<file path="src/rtl/cfg_stream_pkg.sv">
package cfg_stream_pkg;

  typedef enum logic [2:0] {
    ST_IDLE   = 3'd0,
    ST_SETTLE = 3'd1,
    ST_SETUP  = 3'd2,
    ST_PULSE  = 3'd3,
    ST_FETCH  = 3'd4,
    ST_SHIFT  = 3'd5,
    ST_DONE   = 3'd6
  } ld_state_e;

  function automatic int unsigned max3(input int unsigned a, input int unsigned b,
                                       input int unsigned c);
    int unsigned m;
    m = (a > b) ? a : b;
    return (m > c) ? m : c;
  endfunction

  // Which byte lane of a word is sent in transmit slot 'slot' (slot 0 first).
  function automatic int unsigned lane_of_slot(input int unsigned slot, input logic swap,
                                               input int unsigned nbytes);
    return swap ? (nbytes - 1 - slot) : slot;
  endfunction

endpackage

</file>
<file path="src/rtl/cfg_delay_timer.sv">
module cfg_delay_timer #(
  parameter int unsigned CNT_W = 8
) (
  input  logic             clk,
  input  logic             rst_n,
  input  logic             load,
  input  logic [CNT_W-1:0] load_val,
  output logic             zero
);

  logic [CNT_W-1:0] cnt;

  always_ff @(posedge clk or negedge rst_n) begin
    if (!rst_n)           cnt <= '0;
    else if (load)        cnt <= load_val;
    else if (cnt != '0)   cnt <= cnt - 1'b1;
  end

  assign zero = (cnt == '0);

endmodule

</file>
<file path="src/rtl/cfg_bit_shifter.sv">
module cfg_bit_shifter
  import cfg_stream_pkg::*;
#(
  parameter int unsigned WORD_W   = 32,
  parameter int unsigned HALF_CYC = 2
) (
  input  logic              clk,
  input  logic              rst_n,
  input  logic              clr,
  input  logic              load,
  input  logic [WORD_W-1:0] word,
  input  logic              swap,
  output logic              cclk_o,
  output logic              din_o,
  output logic              word_end
);

  localparam int unsigned BYTES = WORD_W / 8;
  localparam int unsigned IDX_W = $clog2(WORD_W);
  localparam int unsigned PH_W  = (HALF_CYC > 1) ? $clog2(HALF_CYC) : 1;
  localparam logic [IDX_W-1:0] LAST_IDX = IDX_W'(WORD_W - 1);
  localparam logic [PH_W-1:0]  PH_LAST  = PH_W'(HALF_CYC - 1);

  logic [WORD_W-1:0] ordered;
  logic [WORD_W-1:0] shreg;
  logic [IDX_W-1:0]  idx;
  logic [PH_W-1:0]   ph;
  logic              hi;
  logic              active;
  logic              ph_end;

  // Arrange the word so the first bit to send sits at the top.
  for (genvar g = 0; g < BYTES; g++) begin : g_slot
    localparam int unsigned LN_NORM = lane_of_slot(g, 1'b0, BYTES);
    localparam int unsigned LN_SWAP = lane_of_slot(g, 1'b1, BYTES);
    assign ordered[WORD_W-1-8*g -: 8] = swap ? word[8*LN_SWAP +: 8] : word[8*LN_NORM +: 8];
  end

  assign ph_end = (ph == PH_LAST);

  always_ff @(posedge clk or negedge rst_n) begin
    if (!rst_n) begin
      shreg  <= '0;
      idx    <= '0;
      ph     <= '0;
      hi     <= 1'b0;
      active <= 1'b0;
    end else if (clr) begin
      shreg  <= '0;
      idx    <= '0;
      ph     <= '0;
      hi     <= 1'b0;
      active <= 1'b0;
    end else if (load) begin
      shreg  <= ordered;
      idx    <= '0;
      ph     <= '0;
      hi     <= 1'b0;
      active <= 1'b1;
    end else if (active) begin
      if (ph_end) begin
        ph <= '0;
        if (!hi) begin
          hi <= 1'b1;
        end else begin
          hi    <= 1'b0;
          shreg <= {shreg[WORD_W-2:0], 1'b0};
          idx   <= idx + 1'b1;
          if (idx == LAST_IDX) active <= 1'b0;
        end
      end else begin
        ph <= ph + 1'b1;
      end
    end
  end

  assign cclk_o   = hi;
  assign din_o    = shreg[WORD_W-1];
  assign word_end = active && hi && ph_end && (idx == LAST_IDX);

  // data is steady across every rising clock edge
  a_r6_din_steady_at_rise: assert property (@(posedge clk) disable iff (!rst_n)
    $rose(cclk_o) |-> $stable(din_o));

  // data only moves while the clock is low
  a_r6_din_moves_low: assert property (@(posedge clk) disable iff (!rst_n)
    !$stable(din_o) |-> !cclk_o);

  // a new word is never loaded in the middle of a high phase
  a_r5_load_when_low: assert property (@(posedge clk) disable iff (!rst_n)
    load |-> !cclk_o);

endmodule

</file>
<file path="src/rtl/cfg_stream_loader.sv">
module cfg_stream_loader
  import cfg_stream_pkg::*;
#(
  parameter int unsigned SETTLE_CYC = 64,
  parameter int unsigned SETUP_CYC  = 16,
  parameter int unsigned PROG_CYC   = 32,
  parameter int unsigned HALF_CYC   = 2,
  parameter int unsigned WORD_W     = 32,
  parameter int unsigned LEN_W      = 16
) (
  input  logic              clk,
  input  logic              rst_n,
  input  logic              start,
  input  logic [LEN_W-1:0]  word_count,
  input  logic              byte_swap,
  input  logic              s_valid,
  input  logic [WORD_W-1:0] s_data,
  output logic              s_ready,
  output logic              pwr_en,
  output logic              prog_n,
  output logic              cclk,
  output logic              din,
  output logic              busy,
  output logic              done
);

  localparam int unsigned TMR_W = $clog2(max3(SETTLE_CYC, SETUP_CYC, PROG_CYC) + 1);

  ld_state_e        state, state_nx;
  logic [LEN_W-1:0] words_left;
  logic             swap_q;
  logic             pwr_q;

  logic             tmr_load;
  logic [TMR_W-1:0] tmr_val;
  logic             tmr_zero;

  // named events
  logic start_accept, settle_over, setup_over, pulse_over;
  logic word_take, word_end, last_word;

  assign start_accept = (state == ST_IDLE)   && start;
  assign settle_over  = (state == ST_SETTLE) && tmr_zero;
  assign setup_over   = (state == ST_SETUP)  && tmr_zero;
  assign pulse_over   = (state == ST_PULSE)  && tmr_zero;
  assign word_take    = (state == ST_FETCH)  && s_valid;
  assign last_word    = (words_left == LEN_W'(1));

  always_comb begin
    tmr_load = 1'b1;
    tmr_val  = '0;
    if (start_accept)      tmr_val = TMR_W'(SETTLE_CYC - 1);
    else if (settle_over)  tmr_val = TMR_W'(SETUP_CYC - 1);
    else if (setup_over)   tmr_val = TMR_W'(PROG_CYC - 1);
    else                   tmr_load = 1'b0;
  end

  cfg_delay_timer #(.CNT_W(TMR_W)) u_timer (
    .clk      (clk),
    .rst_n    (rst_n),
    .load     (tmr_load),
    .load_val (tmr_val),
    .zero     (tmr_zero)
  );

  cfg_bit_shifter #(.WORD_W(WORD_W), .HALF_CYC(HALF_CYC)) u_shift (
    .clk      (clk),
    .rst_n    (rst_n),
    .clr      (start_accept),
    .load     (word_take),
    .word     (s_data),
    .swap     (swap_q),
    .cclk_o   (cclk),
    .din_o    (din),
    .word_end (word_end)
  );

  always_comb begin
    state_nx = state;
    unique case (state)
      ST_IDLE:   if (start) state_nx = ST_SETTLE;
      ST_SETTLE: if (tmr_zero) state_nx = ST_SETUP;
      ST_SETUP:  if (tmr_zero) state_nx = ST_PULSE;
      ST_PULSE:  if (tmr_zero) state_nx = (words_left == '0) ? ST_DONE : ST_FETCH;
      ST_FETCH:  if (s_valid) state_nx = ST_SHIFT;
      ST_SHIFT:  if (word_end) state_nx = last_word ? ST_DONE : ST_FETCH;
      ST_DONE:   state_nx = ST_IDLE;
      default:   state_nx = ST_IDLE;
    endcase
  end

  always_ff @(posedge clk or negedge rst_n) begin
    if (!rst_n) begin
      state      <= ST_IDLE;
      words_left <= '0;
      swap_q     <= 1'b0;
      pwr_q      <= 1'b0;
    end else begin
      state <= state_nx;
      if (start_accept) begin
        words_left <= word_count;
        swap_q     <= byte_swap;
        pwr_q      <= 1'b1;
      end else if ((state == ST_SHIFT) && word_end) begin
        words_left <= words_left - 1'b1;
      end
    end
  end

  assign pwr_en  = pwr_q;
  assign prog_n  = (state != ST_PULSE);
  assign s_ready = (state == ST_FETCH);
  assign busy    = (state != ST_IDLE) && (state != ST_DONE);
  assign done    = (state == ST_DONE);

  // the target is only cleared with power applied
  a_r3_prog_with_power: assert property (@(posedge clk) disable iff (!rst_n)
    !prog_n |-> pwr_en);

  // power enable never drops once raised
  a_r2_power_sticky: assert property (@(posedge clk) disable iff (!rst_n)
    $fell(pwr_en) |-> 1'b0);

  // no configuration clock during the clearing pulse
  a_r4_no_clock_in_pulse: assert property (@(posedge clk) disable iff (!rst_n)
    cclk |-> prog_n);

  // the stream is offered only with the clock low
  a_r5_ready_clock_low: assert property (@(posedge clk) disable iff (!rst_n)
    s_ready |-> !cclk);

  // done is a single-cycle pulse, never together with busy
  a_r9_done_single: assert property (@(posedge clk) disable iff (!rst_n)
    done |=> !done);
  a_r9_done_not_busy: assert property (@(posedge clk) disable iff (!rst_n)
    $onehot0({done, busy}));

  // waiting for a word implies at least one word is still owed
  a_r10_fetch_owed: assert property (@(posedge clk) disable iff (!rst_n)
    s_ready |-> (words_left != '0));

endmodule

</file>
<file path="config.mk">
export PLATFORM = sky130hd
export DESIGN_NAME = cfg_stream_loader
export DESIGN_NICKNAME = d
export VERILOG_FILES = /design/src/rtl/cfg_stream_pkg.sv /design/src/rtl/cfg_delay_timer.sv /design/src/rtl/cfg_bit_shifter.sv /design/src/rtl/cfg_stream_loader.sv
export SDC_FILE = /design/constraint.sdc
export NUM_CORES = 1
export LEC_CHECK = 0
export BUFFER_PORTS_ARGS = -buffer_cell sky130_fd_sc_hd__buf_2
export CAP_MARGIN = 25
export CELL_PAD_IN_SITES_DETAIL_PLACEMENT = 1
export CELL_PAD_IN_SITES_GLOBAL_PLACEMENT = 1
export CORE_MARGIN = 2
export CORE_UTILIZATION = 41
export DETAILED_ROUTE_END_ITERATION = 10
export PLACE_DENSITY_LB_ADDON = 0.15
export SKIP_CTS_REPAIR_TIMING = 1
export SLEW_MARGIN = 0
export SYNTH_ARGS = -nofsm -noshare
export SYNTH_HDL_FRONTEND = slang
export SYNTH_HIERARCHICAL = 1
export SYNTH_SLANG_ARGS = --single-unit
</file>
<file path="constraint.sdc">
create_clock -name clk -period 2.38 [get_ports clk]
set_input_delay 0.476 -clock clk [delete_from_list [all_inputs] [get_ports clk]]
set_output_delay 0.476 -clock clk [all_outputs]
set_load 0.05 [all_outputs]
</file>
== Word level (Yosys, flattened, before mapping) ==
Cells that the tools add are included.
Storage, ports and cells
  bits of input ports: 53
  output and inout bits: 7
  logic and storage cells: 100
  register bits: 68
Cells by class
  reduce and logical (&&, ||, !) cells: 22
  equal/unequal tests: 16
  mux-type cells: 48
  add/subtract/negate cells: 4
Operator list (count)
  $mux W32: 5
  $mux W5: 7
  $mux W16: 2
  $mux W8: 4
  $mux W1: 18
  $mux W3: 6
  $pmux W3 S6: 1
  $eq A16 B1 Y1 const B: 1
  $logic_not A16 Y1: 1
  $sub A16 B1 Y16 const B: 1
  $mux W7: 2
  $ne A2 B2 Y1 const B: 6
  $reduce_bool A3 Y1: 4
  $eq A3 B3 Y1 const B: 3
  $logic_and A1 B1 Y1: 9
  $logic_not A7 Y1: 1
  $reduce_bool A7 Y1: 1
  $sub A7 B1 Y7 const B: 1
  $eq A3 B2 Y1 const B: 2
  $mux W6: 1
  $reduce_and A6 Y1: 1
  $add A5 B1 Y5 const B: 1
  $eq A5 B5 Y1 const B: 1
  $mux W2: 2
  8 further kinds: 9

== Logic depth before layout (Yosys ltp) ==
Gate-level depths: netlist (run 1).
  depth in word-level cells: 7
  depth in mapped cells: 10
  depth with buffers taken out: 9

== By module ==
Netlist (run 1), hierarchy kept.
By module, submodules not included
  cfg_bit_shifter: cells an instance 223, seq. area each 1001.0 µm², instances 1, area each 2513.7 µm²
  cfg_stream_loader: cells an instance 152, seq. area each 525.5 µm², instances 1, area each 1330.0 µm²
  cfg_delay_timer: cells an instance 43, seq. area each 175.2 µm², instances 1, area each 434.2 µm²

== Worst setup path before layout (run 1) ==
OpenSTA, ideal clock, no wires.
  kind: reg-to-reg
  start point: reg u_shift.hi (netlist: u_shift/cclk_o)
  end point: reg words_left[12]
  period minus slack after synthesis: 2662 ps
  cell stages (with the launch flop): 10
  library setup time: 82 ps
  path slack: -282 ps
  data arrival time: 2580 ps
  required time: 2298 ps
  path buffers: 3
  path through: dfrtp_1 -> buf_4 -> nand3_4 -> buf_6 -> buf_6 -> nor2_1 -> nand4b_1 -> or3_4 -> or3_1 -> a31oi_1
Between the ends
  cells in the longest elaborated chain, start to end: 5
RTL lines
  start: declaration: RTL line cfg_bit_shifter.sv:28  | logic hi;
  start signal: assignment: RTL line cfg_bit_shifter.sv:46  | hi <= 1'b0;
  start signal: assignment: RTL line cfg_bit_shifter.sv:52  | hi <= 1'b0;
  start signal: assignment: RTL line cfg_bit_shifter.sv:58  | hi <= 1'b0;
  $logic_and A1 B1 Y1 (3 in series): RTL line cfg_bit_shifter.sv:79  | assign word_end = active && hi && ph_end && (idx == LAST_IDX);
  net word_end: RTL line cfg_stream_loader.sv:40  | logic word_take, word_end, last_word;
  $logic_and A1 B1 Y1: RTL line cfg_stream_loader.sv:104  | end else if ((state == ST_SHIFT) && word_end) begin
  $reduce_bool A2 Y1 (no line)
  end signal: assignment: RTL line cfg_stream_loader.sv:101  | words_left <= word_count;
  end signal: assignment: RTL line cfg_stream_loader.sv:105  | words_left <= words_left - 1'b1;
  end: declaration: RTL line cfg_stream_loader.sv:30  | logic [LEN_W-1:0] words_left;
The timed path passes the listed nets, and every way through them passes these cells.
A chain may end at the register's enable or synchronous reset.

== Worst setup path after layout (run 1) ==
  start point: reg u_shift.idx[1]
  end point: reg words_left[12]
Between the ends
  cells in the longest elaborated chain, start to end: 4
RTL lines
  start: declaration: RTL line cfg_bit_shifter.sv:26  | logic [IDX_W-1:0] idx;
  start signal: assignment: RTL line cfg_bit_shifter.sv:68  | idx <= idx + 1'b1;
  $eq A5 B5 Y1: RTL line cfg_bit_shifter.sv:79
  $logic_and A1 B1 Y1: RTL line cfg_bit_shifter.sv:79
  net word_end: RTL line cfg_stream_loader.sv:40
  $logic_and A1 B1 Y1: RTL line cfg_stream_loader.sv:104
  $reduce_bool A2 Y1 (no line)
The timed path passes the listed nets, and every way through them passes these cells.

==> out/qor.yml, run 1 <==
worst_hold_path:
  hp-class: "in -> async"
synthesis:
  synth_top_area_cell: "dfrtp_1"
  synth_top_area_share_pct: 39.8
  ys.flop_type: "dfrtp_1"
  syn_nets: 477
  ys_warn_count: 6
  synth-simple-area-share_pct: 16.2
  synth_compound_area_share_pct: 19.0
  synth.distinct_cells: 62
  synth-seq-cells: 68
  syn_inst: 418
  ys_seq_area_share_pct: 39.8
  synth_top_family_by_area: "compound AO/OA/AOI/OAI gates"
  synth_edf_count: 0
  syn-cell-area_sq_um: 4280
  async_flop_share_pct: 100
  yosys-mux-area-fraction_pct: 14.8
  syn_avg_cell_area_sq_um: 10.2
  synthTopCellsByArea: "dfrtp_1 (40%), mux2i_1 (8.4%), mux2_4 (5.6%), a211oi_2 (4.7%), nor2_1 (3.2%)"
  synth_xor_area_share_pct: 3.48
  synthAdderAreaFrac_pct: 1.75
power:
  p_per_area_nw_per_um2: 932
  p_leak_nw: 2.30
  comb_power_share_pct: 40.1
  p_sw_w: 0.00180
  sw_frac_of_total_pct: 38.5
  clock_power_share_pct: 22.1
  p_seq_share_pct: 37.7
  internal-power_w: 0.00287
  irDropWorstVdd_uv: 398
detailed_routing:
  wl_per_cell_microns: 16.7
  first_pass_iters: 4
  drc_errors: 0
  vias_per_cell: 5.55
  vias: 3427
  drt_wl_total_microns: 10300
  drtIter0Drc: 147
  drt.antenna.violating_nets: 0
global_routing:
  grt_max_degree: 55
  antenna_found_initial: 0
  overflow: 0
  grt_pass1_wl_microns: 17700
  grt_pass1_vias: 3524
  grtUsageTotal_pct: 19.4
cells_and_area:
  ff_latch_area_sq_um: 1700
  nFillCells: 1154
  syn2layout_area_growth_pct: 17.1
  drive_gt1_share_pct: 31.6
  final_nets: 536
  fin_area_sq_um: 5010
  layout_common_cells: "dfrtp_1 (66), buf_2 (59), mux2i_1 (36)"
  n_antenna_cell: 0
  layout_commonest_cell: "dfrtp_1"
  multi_input_area_sq_um: 2380
critical_path:
  cp_num_cells: 9
  cpPeakStageDelay_ps: 440
  critPathKind: "reg -> reg"
  endpoint_kind: "flip-flop"
  cp-start-kind: "flip-flop"
  crit_top_cell: "ha_2"
  r2r_slack_ps: 140
  critPathSlowestCell: "or3_4"
  critPathArrivalTime_ps: 2500
  required_ps: 2640
  worst-path-buf-inv: 1
  r2r_cells: 9
  path_delay_family: "simple AND/OR/NAND/NOR gates"
  cp_max_fo: 3
  crit_chain: "ha_2, and3_1, ha_2, inv_1, nor2_2, nand4b_1, or3_4, or3_1, a31oi_1"
clock_tree:
  cts_tree: "yes"
  path_clk_slew_ps: 80
  cts_sinks: 68
  clk_latency_ps: 340
  htreeDepth: 3
  cts_root_buffer: "clkbuf_8"
  cts_buffers: 9
  clock_path_buffers: 2
timing:
  fin_setup_tns_ps: 0
  slew_viol_final: 0
  fin_ws_ps: 143
  worst_clock_skew_ps: 9.44
  setup_viol: 0
  hold_viol: 0
  fin_crit_ps: 2240
  worstMarginPinSlew_ps: 579
  period_share_pct: 94.0
  max-slew-margin-rel_pct: 61.4
  fmax_ghz: 0.447
placement:
  post-place-ws_ps: 118
  hpwl_microns: 7140
  io_buffer_count: 59
  gp_congestion: 0.736
  place_area_sq_um: 4770
floorplan:
  design.die.area_sq_um: 11300
  core.rowCount: 37
  die_w_microns: 106
  die_h_microns: 106
  num_io_pins: 60
  start_util_pct: 41.8
  fp.coreArea_sq_um: 10200
outcome:
  outcome: "completed"
run:
  drv_cap: 0
## state kept, by name, summed over array words and instances (netlist names)
signal	count
swap_q	1
state	3
words_left	16
u_timer/cnt	7
u_shift/cclk_o	1
pwr_en	1
u_shift/ph	1
u_shift/active	1
u_shift/shreg	32
u_shift/idx	5
## path summary, 6_finish.rpt
check	start	endpoint
worst min register to register	pwr_en$_DFFE_PN0P_	pwr_en$_DFFE_PN0P_
max in group asynchronous	rst_n	swap_q$_DFFE_PN0P_
worst min-delay path	rst_n	state[1]$_DFFE_PN0P_
worst max register to register	u_shift/idx[1]$_DFFE_PN0P_	words_left[12]$_DFFE_PN0P_
worst max-delay path	u_shift/idx[1]$_DFFE_PN0P_	words_left[12]$_DFFE_PN0P_
min in group clk	word_count[2]	words_left[2]$_DFFE_PN0P_
## per-stage QoR
stage               cells  utilization [%]  power, W  hold slack (ps)
floorplan             418                -   0.00315              180
global placement      598             46.6   0.00360              421
detailed placement    598             46.6   0.00366              427
CTS                   613             48.6   0.00471             55.1
global route          617             48.9   0.00500             69.6
finish                617             48.9   0.00467             56.8
## cells in the mapped netlist, types with 6 or more instances
cell type / instances
dfrtp_1: 68
nor2_1: 37
mux2i_1: 36
nand2_1: 25
a21oi_1: 22
a211oi_2: 16
mux2_4: 16
o21ai_0: 16
a211oi_1: 14
a41o_1: 13
clkbuf_1: 13
buf_2: 10
xnor2_1: 10
nor4_1: 8
xor2_1: 7
ha_1: 6
inv_1: 6
nand3_1: 6
or4_1: 6
## logic make-up (layout without fill, tap and decap cells)
kind of cell,Yosys count,count (layout)
muxes,55,55
adders and majority gates,6,6
AOI/OAI and AO/OA,105,105
DFF,68,68
and+or+nand+nor,124,124
xor gates and xnor gates,17,17
buffers and inverters,42,105
other,1,1
## metal layers
| layer | GRT usage [%] | wire, microns |
|---|---|---|
| met2 | 30.3 | 4680 |
| met3 | 2.70 | 297 |
| met1 | 27.7 | 5180 |
| met5 | 0 | 0 |
| met4 | 6.30 | 160 |
## cell type report
| type | count | area share (%) |
|---|---|---|
| Timing Repair Buffer | 83 | 10.5 |
| Tap cell | 136 | 3.40 |
| Clock buffer | 10 | 2.55 |
| Multi-Input combinational cell | 308 | 47.5 |
| Clock inverter | 5 | 1.55 |
| Inverter | 7 | 0.525 |
| Sequential cell | 68 | 34.0 |
## power by group through the flow
| stage | Combinational (W) | Clock (W) | Sequential (W) |
|---|---|---|---|
| after global placement | 0.00184 | 0 | 0.00176 |
| after CTS | 0.00189 | 0.00106 | 0.00176 |
| final | 0.00187 | 0.00103 | 0.00176 |
| after global routing | 0.00208 | 0.00111 | 0.00181 |
| after detailed placement | 0.00188 | 0 | 0.00178 |
| after floorplan | 0.00147 | 0 | 0.00168 |
Power figures use the tool's default switching activity.
==> run 2, diff against run 1 <==
- BUFFER_PORTS_ARGS: -buffer_cell sky130_fd_sc_hd__buf_2 -> default
- CORE_UTILIZATION: 41 -> 45
- DONT_BUFFER_PORTS: default -> 1
==> out/qor.yml, run 2 (synthesized netlist as in run 1, its figures left out) <==
outcome:
  outcome: "completed"
critical_path:
  endpoint_kind: "flip-flop"
  cp-start-kind: "flip-flop"
  rr_endpoint: "words_left[12]$_DFFE_PN0P_"
  worst-path-buf-inv: 1  # unchanged
  crit_chain: "ha_1, and3_1, ha_1, inv_1, nor2_2, nand4b_1, or3_4, or3_1, a31oi_1"
  required_ps: 2640  # about the same
  cp_max_fo: 4  # +1
  crit_top_cell: "ha_1"
  r2r_slack_ps: 130  # -20 ps
  critPathSlowestCell: "or3_4"
  r2r_cells: 9  # unchanged
  path_delay_family: "simple AND/OR/NAND/NOR gates"
  critPathArrivalTime_ps: 2520  # +20 ps
  cpPeakStageDelay_ps: 430  # about the same
  critPathKind: "reg -> reg"
  rr_startpoint: "u_shift/idx[0]$_DFFE_PN0P_"
global_routing:
  grt_pass1_wl_microns: 17300  # -2.1%
  grt_max_degree: 69  # +25%
  grt_pass1_vias: 3399  # -3.5%
  grtUsageTotal_pct: 21.4  # +2.1 points
  antenna_found_initial: 0  # unchanged
  overflow: 0  # unchanged
cells_and_area:
  final_nets: 475  # -11%
  layout_commonest_cell: "dfrtp_1"
  drive_gt1_share_pct: 20.9  # -11 points
  instances_no_fill: 550  # -11%
  syn2layout_area_growth_pct: 9.15
  top_register: "u_shift/shreg"
  fin_util_pct: 50.5  # +1.6 points
  n_antenna_cell: 0  # unchanged
  layout_common_cells: "dfrtp_1 (66), mux2i_1 (36), nor2_1 (35)"
  largest_registers: "u_shift/shreg (32), words_left (16), u_timer/cnt (7)"
  nFillCells: 1013  # -12%
  multi_input_area_sq_um: 2370  # -0.21%
  largest_register_ffs: 32  # unchanged
  ff_latch_area_sq_um: 1700  # unchanged
clock_tree:
  path_clk_slew_ps: 70  # about the same
  cts_buffers: 9  # unchanged
  htreeDepth: 3  # unchanged
  cts_root_buffer: "clkbuf_8"
  cts_tree: "yes"
  clock_path_buffers: 2  # unchanged
  cts_sinks: 68  # unchanged
  clk_latency_ps: 350  # about the same
worst_hold_path:
  hp-class: "in -> reg"
  hold_end: "words_left[9]$_DFFE_PN0P_"
  hold_start: "word_count[9]"
  hold_depth: 2
timing:
  slew_viol_final: 0  # unchanged
  hold_viol: 0  # unchanged
  max-slew-margin-rel_pct: 61.1  # -0.27 points
  period_share_pct: 94.7  # +0.74 points
  fin_setup_tns_ps: 0  # unchanged
  fin_hold_ws_ps: 248  # +191 ps
  setup_viol: 0  # unchanged
  fin_crit_ps: 2250  # +17.7 ps
  fmax_ghz: 0.444  # -0.78%
  grt_setup_unrepaired: "false"
  worstMarginPinSlew_ps: 582  # +2.28 ps
  worst_clock_skew_ps: 9.58  # +0.135 ps
power:
  p_per_area_nw_per_um2: 973  # +4.4%
  irDropWorstVdd_uv: 518  # +30%
  power.total_w: 0.00454  # -2.6%
  p_leak_nw: 2.06  # -10%
placement:
  place_inst: 530  # -11%
  gp_congestion: 0.843  # +15%
  io_buffer_count: 0  # -100%
  hpwl_microns: 6840  # -4.1%
floorplan:
  core.rowCount: 35  # -5.4%
  num_io_pins: 60  # unchanged
  design.die.area_sq_um: 10300  # -8.6%
  fp.coreArea_sq_um: 9240  # -9.7%
  start_util_pct: 46.3  # +4.5 points
  die_h_microns: 102  # -4.4%
  die_w_microns: 102  # -4.4%
detailed_routing:
  wl_per_cell_microns: 18.6  # +11%
  vias: 3229  # -5.8%
  drc_errors: 0  # unchanged
  drt_wl_total_microns: 10200  # -0.67%
  drt.antenna.violating_nets: 0  # unchanged
  vias_per_cell: 5.87  # +5.7%
  drtIter0Drc: 124  # -16%
  first_pass_iters: 4  # unchanged
run:
  drv_cap: 0  # unchanged
-- run 2: changes by cell type in the layout (fill, tap and decap cells not counted), moves of 2 or more --
cell,change
ha_1,+2
buf_2,-59
ha_2,-2
buf_12,-2
buf_4,-2
-- run 2: cell type report --
class / count / share of cell area (%)
Timing Repair Buffer: 22 / 4.56
Sequential cell: 68 / 36.5
Inverter: 7 / 0.563
Tap cell: 129 / 3.46
Clock buffer: 12 / 3.11
Multi-Input combinational cell: 308 / 50.8
Clock inverter: 4 / 1.05
-- run 2: how the worst max path moves through the flow --
| stage | start | to | slack (ps) | depth (start not counted) |
|---|---|---|---|---|
| after floorplan | u_shift/cclk_o$_DFFE_PN0P_ | words_left[12]$_DFFE_PN0P_ | -60 | 9 |
| after global placement | u_shift/idx[0]$_DFFE_PN0P_ | words_left[12]$_DFFE_PN0P_ | 220 | 9 |
| after detailed placement | u_shift/idx[0]$_DFFE_PN0P_ | words_left[12]$_DFFE_PN0P_ | 150 | 9 |
| after CTS | u_shift/idx[0]$_DFFE_PN0P_ | words_left[12]$_DFFE_PN0P_ | 80 | 9 |
| after global routing | u_shift/idx[0]$_DFFE_PN0P_ | words_left[12]$_DFFE_PN0P_ | 10 | 9 |
| final | u_shift/idx[0]$_DFFE_PN0P_ | words_left[12]$_DFFE_PN0P_ | 130 | 9 |
-- run 2: stage by stage --
stage | setup slack (ps) | cell area, sq um
after floorplan | -61.5 | 4290
after global placement | 218 | 4420
after detailed placement | 147 | 4420
after CTS | 80.9 | 4620
after global routing | 13.6 | 4670
final | 125 | 4670
-- run 2: report_power, final --
part           internal [W]  switching, W
logic              0.000787      0.000957
registers           0.00144      0.000395
clock network      0.000512      0.000452
-- run 2: worst register-to-register path, stage by stage (launching register included) --
cell and delay, ps:
dfrtp_1 380, ha_1 170, and3_1 170, ha_1 160, inv_1 50, nor2_2 130, nand4b_1 160, or3_4 430
or3_1 350, a31oi_1 160
-- run 2: per-layer routing --
| layer | GRT usage (%) | up-vias | wire length, microns |
|---|---|---|---|
| met4 | 5.82 | 0 | 97 |
| met3 | 4.21 | 8 | 319 |
| met2 | 32.0 | 44 | 4690 |
| met5 | 0 | - | 0 |
| li1 | - | 1549 | - |
| met1 | 31.8 | 1628 | 5140 |
